### config.mk
export PLATFORM = sky130hd
export DESIGN_NAME = i2c_reg_target
export DESIGN_NICKNAME = d
export VERILOG_FILES = /design/src/rtl/i2ct_pkg.sv /design/src/rtl/i2ct_sync.sv /design/src/rtl/i2ct_ptr.sv /design/src/rtl/i2c_reg_target.sv
export SDC_FILE = /design/constraint.sdc
export NUM_CORES = 1
export LEC_CHECK = 0
export CELL_PAD_IN_SITES_DETAIL_PLACEMENT = 2
export CELL_PAD_IN_SITES_GLOBAL_PLACEMENT = 2
export CORE_MARGIN = 5
export CORE_UTILIZATION = 33
export CTS_CLUSTER_SIZE = 20
export DETAILED_ROUTE_END_ITERATION = 16
export GPL_ROUTABILITY_DRIVEN = 0
export GPL_TIMING_DRIVEN = 0
export HOLD_SLACK_MARGIN = 0.02
export PLACE_DENSITY = 0.8
export SLEW_MARGIN = 30
export SYNTH_ARGS = -nofsm -noshare
export SYNTH_HDL_FRONTEND = slang
export SYNTH_SLANG_ARGS = --single-unit
### constraint.sdc
create_clock -name clk -period 2.1 [get_ports clk]
set_input_delay 0.42 -clock clk [delete_from_list [all_inputs] [get_ports clk]]
set_output_delay 0.42 -clock clk [all_outputs]
set_load 0.05 [all_outputs]
### src/rtl/i2ct_pkg.sv
package i2ct_pkg;
   typedef enum logic [3:0] {
      ST_IDLE, ST_DEV, ST_DEV_ACK, ST_PTR, ST_PTR_ACK,
      ST_WR, ST_WR_ACK, ST_RD, ST_RD_ACK
   } i2ct_state_e;
endpackage

### src/rtl/i2ct_sync.sv
module i2ct_sync #(
   parameter int STAGES = 2
) (
   input  logic clk,
   input  logic rst_n,
   input  logic din,
   output logic q,
   output logic rise,
   output logic fall
);
   generate
      if (STAGES < 2) begin : g_bad
         $error("i2ct_sync needs at least two stages");
      end
   endgenerate

   logic [STAGES-1:0] chain;
   logic              q_d;

   always_ff @(posedge clk or negedge rst_n) begin
      if (!rst_n) begin
         chain <= '1;
         q_d   <= 1'b1;
      end else begin
         chain <= {chain[STAGES-2:0], din};
         q_d   <= chain[STAGES-1];
      end
   end

   assign q    = chain[STAGES-1];
   assign rise = q & ~q_d;
   assign fall = ~q & q_d;
endmodule

### src/rtl/i2ct_ptr.sv
module i2ct_ptr #(
   parameter int ADDR_W    = 8,
   parameter int PAGE_BITS = 4
) (
   input  logic              clk,
   input  logic              rst_n,
   input  logic              load,
   input  logic [ADDR_W-1:0] load_val,
   input  logic              inc_page,
   input  logic              inc_full,
   output logic [ADDR_W-1:0] ptr
);
   logic [ADDR_W-1:0] nxt_page;

   generate
      if (PAGE_BITS >= ADDR_W) begin : g_flat
         assign nxt_page = ptr + 1'b1;
      end else begin : g_paged
         assign nxt_page = {ptr[ADDR_W-1:PAGE_BITS],
                            PAGE_BITS'(ptr[PAGE_BITS-1:0] + 1'b1)};
      end
   endgenerate

   always_ff @(posedge clk or negedge rst_n) begin
      if (!rst_n)        ptr <= '0;
      else if (load)     ptr <= load_val;
      else if (inc_page) ptr <= nxt_page;
      else if (inc_full) ptr <= ptr + 1'b1;
   end
endmodule

### src/rtl/i2c_reg_target.sv
module i2c_reg_target #(
   parameter logic [3:0] DEV_TYPE    = 4'b1010,
   parameter int         SYNC_STAGES = 2,
   parameter int         ADDR_W      = 8,
   parameter int         DATA_W      = 8,
   parameter int         PAGE_BITS   = 4
) (
   input  logic              clk,
   input  logic              rst_n,
   input  logic              scl_i,
   input  logic              sda_i,
   output logic              sda_oe,
   input  logic [2:0]        bus_addr_i,
   output logic [ADDR_W-1:0] reg_addr,
   output logic [DATA_W-1:0] reg_wdata,
   output logic              reg_we,
   input  logic [DATA_W-1:0] reg_rdata,
   output logic              reg_re,
   output logic              commit
);
   import i2ct_pkg::*;

   localparam int CNT_W = $clog2(DATA_W + 1);
   localparam logic [CNT_W-1:0] BYTE_END = CNT_W'(DATA_W);

   generate
      if (DATA_W != 8 || ADDR_W != 8) begin : g_chk_w
         $error("byte-wide bus framing requires 8-bit address and data");
      end
      if (PAGE_BITS < 1 || PAGE_BITS > ADDR_W) begin : g_chk_p
         $error("PAGE_BITS out of range");
      end
   endgenerate

   logic scl_q, scl_rise, scl_fall, scl_r_unused;
   logic sda_q, sda_rise, sda_fall;
   logic start_c, stop_c;

   i2ct_sync #(.STAGES(SYNC_STAGES)) u_scl (
      .clk(clk), .rst_n(rst_n), .din(scl_i),
      .q(scl_q), .rise(scl_rise), .fall(scl_fall));
   i2ct_sync #(.STAGES(SYNC_STAGES)) u_sda (
      .clk(clk), .rst_n(rst_n), .din(sda_i),
      .q(sda_q), .rise(sda_rise), .fall(sda_fall));

   assign scl_r_unused = scl_rise & 1'b0;
   assign start_c = sda_fall & scl_q;
   assign stop_c  = sda_rise & scl_q;

   i2ct_state_e       state;
   logic [CNT_W-1:0]  cnt;
   logic [DATA_W-1:0] shreg, tx;
   logic              rw, pend, acked;
   logic              ld_q, incp_q, incf_q;
   logic [ADDR_W-1:0] ptr_val;

   i2ct_ptr #(.ADDR_W(ADDR_W), .PAGE_BITS(PAGE_BITS)) u_ptr (
      .clk(clk), .rst_n(rst_n), .load(ld_q), .load_val(ptr_val),
      .inc_page(incp_q), .inc_full(incf_q), .ptr(reg_addr));

   always_ff @(posedge clk or negedge rst_n) begin
      if (!rst_n) begin
         state     <= ST_IDLE;
         cnt       <= '0;
         shreg     <= '0;
         tx        <= '0;
         rw        <= 1'b0;
         pend      <= 1'b0;
         acked     <= 1'b0;
         sda_oe    <= 1'b0;
         reg_we    <= 1'b0;
         reg_re    <= 1'b0;
         reg_wdata <= '0;
         commit    <= 1'b0;
         ld_q      <= 1'b0;
         incp_q    <= 1'b0;
         incf_q    <= 1'b0;
         ptr_val   <= '0;
      end else begin
         reg_we <= 1'b0;
         reg_re <= 1'b0;
         commit <= 1'b0;
         ld_q   <= 1'b0;
         incp_q <= 1'b0;
         incf_q <= 1'b0;
         if (start_c) begin
            state  <= ST_DEV;
            cnt    <= '0;
            sda_oe <= 1'b0;
            pend   <= 1'b0;
         end else if (stop_c) begin
            state  <= ST_IDLE;
            sda_oe <= 1'b0;
            commit <= pend;
            pend   <= 1'b0;
         end else begin
            case (state)
               ST_DEV, ST_PTR, ST_WR: begin
                  if (scl_rise && cnt != BYTE_END) begin
                     shreg <= {shreg[DATA_W-2:0], sda_q};
                     cnt   <= cnt + 1'b1;
                  end else if (scl_fall && cnt == BYTE_END) begin
                     cnt <= '0;
                     if (state == ST_DEV) begin
                        if (shreg[7:4] == DEV_TYPE && shreg[3:1] == bus_addr_i) begin
                           rw     <= shreg[0];
                           sda_oe <= 1'b1;
                           state  <= ST_DEV_ACK;
                        end else begin
                           state <= ST_IDLE;
                        end
                     end else if (state == ST_PTR) begin
                        ptr_val <= shreg;
                        ld_q    <= 1'b1;
                        sda_oe  <= 1'b1;
                        state   <= ST_PTR_ACK;
                     end else begin
                        reg_wdata <= shreg;
                        reg_we    <= 1'b1;
                        pend      <= 1'b1;
                        sda_oe    <= 1'b1;
                        state     <= ST_WR_ACK;
                     end
                  end
               end
               ST_DEV_ACK: if (scl_fall) begin
                  if (rw) begin
                     tx     <= reg_rdata;
                     reg_re <= 1'b1;
                     sda_oe <= ~reg_rdata[DATA_W-1];
                     state  <= ST_RD;
                  end else begin
                     sda_oe <= 1'b0;
                     state  <= ST_PTR;
                  end
               end
               ST_PTR_ACK: if (scl_fall) begin
                  sda_oe <= 1'b0;
                  state  <= ST_WR;
               end
               ST_WR_ACK: if (scl_fall) begin
                  sda_oe <= 1'b0;
                  incp_q <= 1'b1;
                  state  <= ST_WR;
               end
               ST_RD: begin
                  if (scl_rise) begin
                     cnt <= cnt + 1'b1;
                  end else if (scl_fall) begin
                     if (cnt == BYTE_END) begin
                        sda_oe <= 1'b0;
                        cnt    <= '0;
                        state  <= ST_RD_ACK;
                     end else begin
                        tx     <= {tx[DATA_W-2:0], 1'b0};
                        sda_oe <= ~tx[DATA_W-2];
                     end
                  end
               end
               ST_RD_ACK: begin
                  if (scl_rise) begin
                     acked  <= ~sda_q;
                     incf_q <= ~sda_q;
                  end else if (scl_fall) begin
                     if (acked) begin
                        tx     <= reg_rdata;
                        reg_re <= 1'b1;
                        sda_oe <= ~reg_rdata[DATA_W-1];
                        state  <= ST_RD;
                     end else begin
                        state <= ST_IDLE;
                     end
                  end
               end
               default: ;
            endcase
         end
      end
   end
endmodule

==> results of run 1 <==
-- cell families (layout without fill, tap and decap cells) --
group	Yosys count	count (layout)
buffers and inverters	24	81
XOR/XNOR	12	12
adder cells (fa/ha/maj)	5	5
AND/OR/NAND/NOR	84	86
flip-flops	63	63
multiplexers	35	35
AO/OA/AOI/OAI	54	54
-- repair_timing --
item,4_1_cts,5_1_grt
gates resized for setup,7,12
setup buffers,1,4
endpoints found under the hold margin,22,0
gates cloned,1,1
hold buffers,1,0
endpoints found under the setup margin,18,31
pin swaps,1,4
-- stage by stage --
stage	TNS (ps)	std cells	hold WS [ps]	util, %
floorplan	0	277	124	-
global placement	-87380	422	347	39.0
detailed placement	-1990	423	334	39.1
CTS	0	442	359	41.7
global route	0	447	361	42.6
finish	0	447	357	42.6
-- final cells by class --
type                    count  area [µm²]
fillers                   947        5280
flip-flops and latches     63        1580
multi-input cells         192        1500
repair buffers             41         408
well taps                 111         139
clock buffers               9         124
plain buffers              11        72.6
inverters                  13        48.8
clock inverters             7        47.5
-- power groups by stage --
| stage | clock network, µW | logic (µW) | registers, µW |
|---|---|---|---|
| after floorplan | 0 | 214 | 1460 |
| after global placement | 0 | 303 | 1510 |
| after detailed placement | 0 | 330 | 1520 |
| after CTS | 969 | 342 | 1500 |
| after global routing | 1030 | 396 | 1520 |
| final | 937 | 351 | 1500 |
-- flip-flops by register name, indices dropped and copies added, names as in the netlist, 2 cells and up --
name,cells
u_scl.chain,2
ptr_val,8
shreg,8
reg_wdata,8
tx,7
u_sda.chain,2
state,4
u_ptr.ptr,8
cnt,4
-- metal layers --
layer / GRT usage [%] / routed length (µm)
met4: 8.31 / 219
met2: 26.1 / 4190
met5: 0 / 0
met1: 21.0 / 3930
met3: 2.65 / 235
-- worst paths after layout --
path                                       end  slack [ps]  cells after the start
worst min register to register  u_scl.chain[1]         360                      0
worst min-delay path            u_scl.chain[1]         360                      0
max in group asynchronous       u_sda.chain[0]        1020                      3
worst max-delay path               reg_addr[4]          90                      1
min in group asynchronous             state[2]         510                      2
worst max register to register    reg_wdata[7]         100                      8
-- cell usage in the layout (no fill, tap or decap), drive strengths merged, types with 8 or more instances in the layout --
master,count
inv,14
o21ai,23
buf,16
mux2,25
nand2,27
clkdlybuf4s50,32
clkbuf,11
xor2,11
nor3,8
nor2,9
dfrtp,57
mux2i,10
nand3,10
==> summary.txt, run 1 <==
Layout
  – Layout Area Growth over Synthesis: 26.3%
  – Inserted Diodes: 0
  – NumNets Final: between 300 and 400
  – Final design area excluding fillers: between 3000 and 4000 µm²
  – Share of post-route cells with drive strength above 1: 25.6%

Logic synthesis
  – Netlist Area Pre-Place: 3100 µm²
  – Share of the synthesized area in the top cell type: 46.0%
  – Synth Area in XOR/XNOR: 3.39%
  – Net count of the mapped netlist: 297
  – Compound-gate portion of the synthesized area: 12.0%
  – Proportion of synthesized area in mux cells: 12.3%
  – Prevailing post-synth register cell: sky130_fd_sc_hd__dfrtp_1
  – Leading cell types by total area after synthesis: sky130_fd_sc_hd__dfrtp_1, sky130_fd_sc_hd__mux2_2, sky130_fd_sc_hd__dfstp_2
  – Portion of the post-synthesis area used by sequential elements: roughly 51%
  – Post-Syn Area per Cell: 11.2 µm²
  – Number of different library cells in the post-synthesis netlist: 55
  – Commonest cells in the netlist: sky130_fd_sc_hd__dfrtp_1, sky130_fd_sc_hd__nand2_1, sky130_fd_sc_hd__mux2_2
  – Cell count after synthesis: 277
  – Simple-gate share of the synthesized area: 15.5%
  – Cell accounting for the most synthesized area: sky130_fd_sc_hd__dfrtp_1
  – Ys async rst share: 100%
  – Number of flip-flops and latches in the synthesized netlist: 63
  – Adder-cell share of the synthesized area: 2.02%
  – Dominant combinational cell family by area after synthesis: simple AND/OR/NAND/NOR gates
  – Number of enable-type register cells in the synthesized netlist: 0
  – Warnings, synthesis: 0
  – Most numerous cell in the Yosys netlist: sky130_fd_sc_hd__dfrtp_1

Placed design
  – HPWL reported at the end of detailed placement: slightly below 6 mm
  – Pre-CTS setup slack: -187 ps
  – Count of port buffers added during placement: 34
  – Instance area after placement: 3600 µm²

Worst setup path
  – Req. time, crit path: 1680 ps
  – Startpoint type of the worst setup path: flip-flop
  – Slowest cell on the critical path: sky130_fd_sc_hd__clkdlybuf4s50_1
  – Startpoint of the worst-slack reg-to-reg timing path: u_scl.chain[1]
  – Kind of cell adding the most delay to the critical path: buffers and inverters
  – Start point of the critical path: u_ptr.ptr[4]
  – Category of the worst setup path capture point: primary output
  – Worst endpoint data arrival time: 1590 ps
  – Critical path class: flip-flop to primary output
  – WP buf/inv: 1
  – Largest incremental delay on the critical path: about 840 ps
  – Max FO, Critical Path: 4
  – Cells traversed along the worst timing path: clkdlybuf4s50_1

Routing
  – Remaining antenna violation count after routing: 0
  – Vias per cell: 5.39
  – Total Wirelength: 8.59 mm
  – Via count: 2,409
  – Final routed wire length divided by cell count: approximately 19 µm
  – Total DRC errors in the routed layout: 0
  – DRC violation total after the first TritonRoute iteration: between 70 and 80
  – First-pass detailed-route iteration total: 4

Outcome
  – Outcome: finished clean

Clock network
  – Worst skew pair latency: 350 ps
  – Cell at the root of the clock tree: sky130_fd_sc_hd__clkbuf_8
  – Clock tree from TritonCTS: yes
  – Number of levels in the clock H-tree: 3
  – Number of buffers inserted during clock tree synthesis: 9
  – Clock transition at the registers of the reported paths: around 70 ps
  – Max Buffers Root-to-Sink: 2
  – Clock tree sinks: 63

Floorplanning
  – Total core area: 9200 µm²
  – Area of the die: 11,400 µm²
  – Initial cell density of the core: 33.7%
  – Row Count: 35
  – Die width: 107 µm
  – Die height: 107 µm
  – Ports placed on the boundary: 35

Global routing
  – Tot GR Track Use: 16.2%
  – Via count of the first global-routing pass: ~2,600
  – Pin count of the biggest net entering global routing: 42
  – Number of antenna violations at the first check in global routing: 0
  – Total overflow reported by the global router: 0
  – First-pass GRT wire length: 14.4 mm

Power and ir drop
  – Power density over the cells: 711 nW/µm²
  – Internal power: 1940 µW
  – Max IR drop VDD: 0.395 mV
  – Combinational share of power: 12.6%
  – Sequential cell fraction of total power: 53.8%
  – Fraction of power spent switching nets: 30.4%
  – LEAKAGE: 0.00178 µW
  – Total Power Consumption: approximately 2800 µW
  – Clock network power share: 33.6%
  – P_sw: 848 µW

Timing
  – Worst Tran Pin Value: 536 ps
  – Count of final max-slew check failures: 0
  – Maximum clock skew at final layout: 10.3 ps
  – Maximum clock frequency: between 400 and 500 MHz
  – Final hold violations: 0
  – Finish-stage setup viols: 0
  – PnR worst setup slack: 88.5 ps
  – Part of the cycle the worst path needs: 95.8%
  – Slew HR: 63.9%
  – RSZ-0062 raised after global routing: false
  – Crit path time final: 2010 ps

Hold path
  – Min-Delay Path Class: flip-flop to flip-flop
  – Worst min-delay path startpoint: u_scl.chain[0]

Job
  – Number of max-cap violations: 0
No activity file was read; power rests on OpenSTA's default activity.
==> run 2, diff against run 1 <==
--- a/config.mk
+++ b/config.mk
@@ -5,6 +5,7 @@
 export SDC_FILE = /design/constraint.sdc
 export NUM_CORES = 1
 export LEC_CHECK = 0
+export ABC_CLOCK_PERIOD_IN_PS = 2100
 export CELL_PAD_IN_SITES_DETAIL_PLACEMENT = 2
 export CELL_PAD_IN_SITES_GLOBAL_PLACEMENT = 2
 export CORE_MARGIN = 5
==> results of run 2 <==
The final DEF is identical to that of run 1; final timing and power are the same.
==> run 3, diff against run 2 <==
--- a/config.mk
+++ b/config.mk
@@ -10,7 +10,7 @@
 export CELL_PAD_IN_SITES_GLOBAL_PLACEMENT = 2
 export CORE_MARGIN = 5
 export CORE_UTILIZATION = 33
-export CTS_CLUSTER_SIZE = 20
+export CTS_CLUSTER_SIZE = 16
 export DETAILED_ROUTE_END_ITERATION = 16
 export GPL_ROUTABILITY_DRIVEN = 0
 export GPL_TIMING_DRIVEN = 0
==> results of run 3 <==
The final DEF is identical to that of run 1; final timing and power are the same.
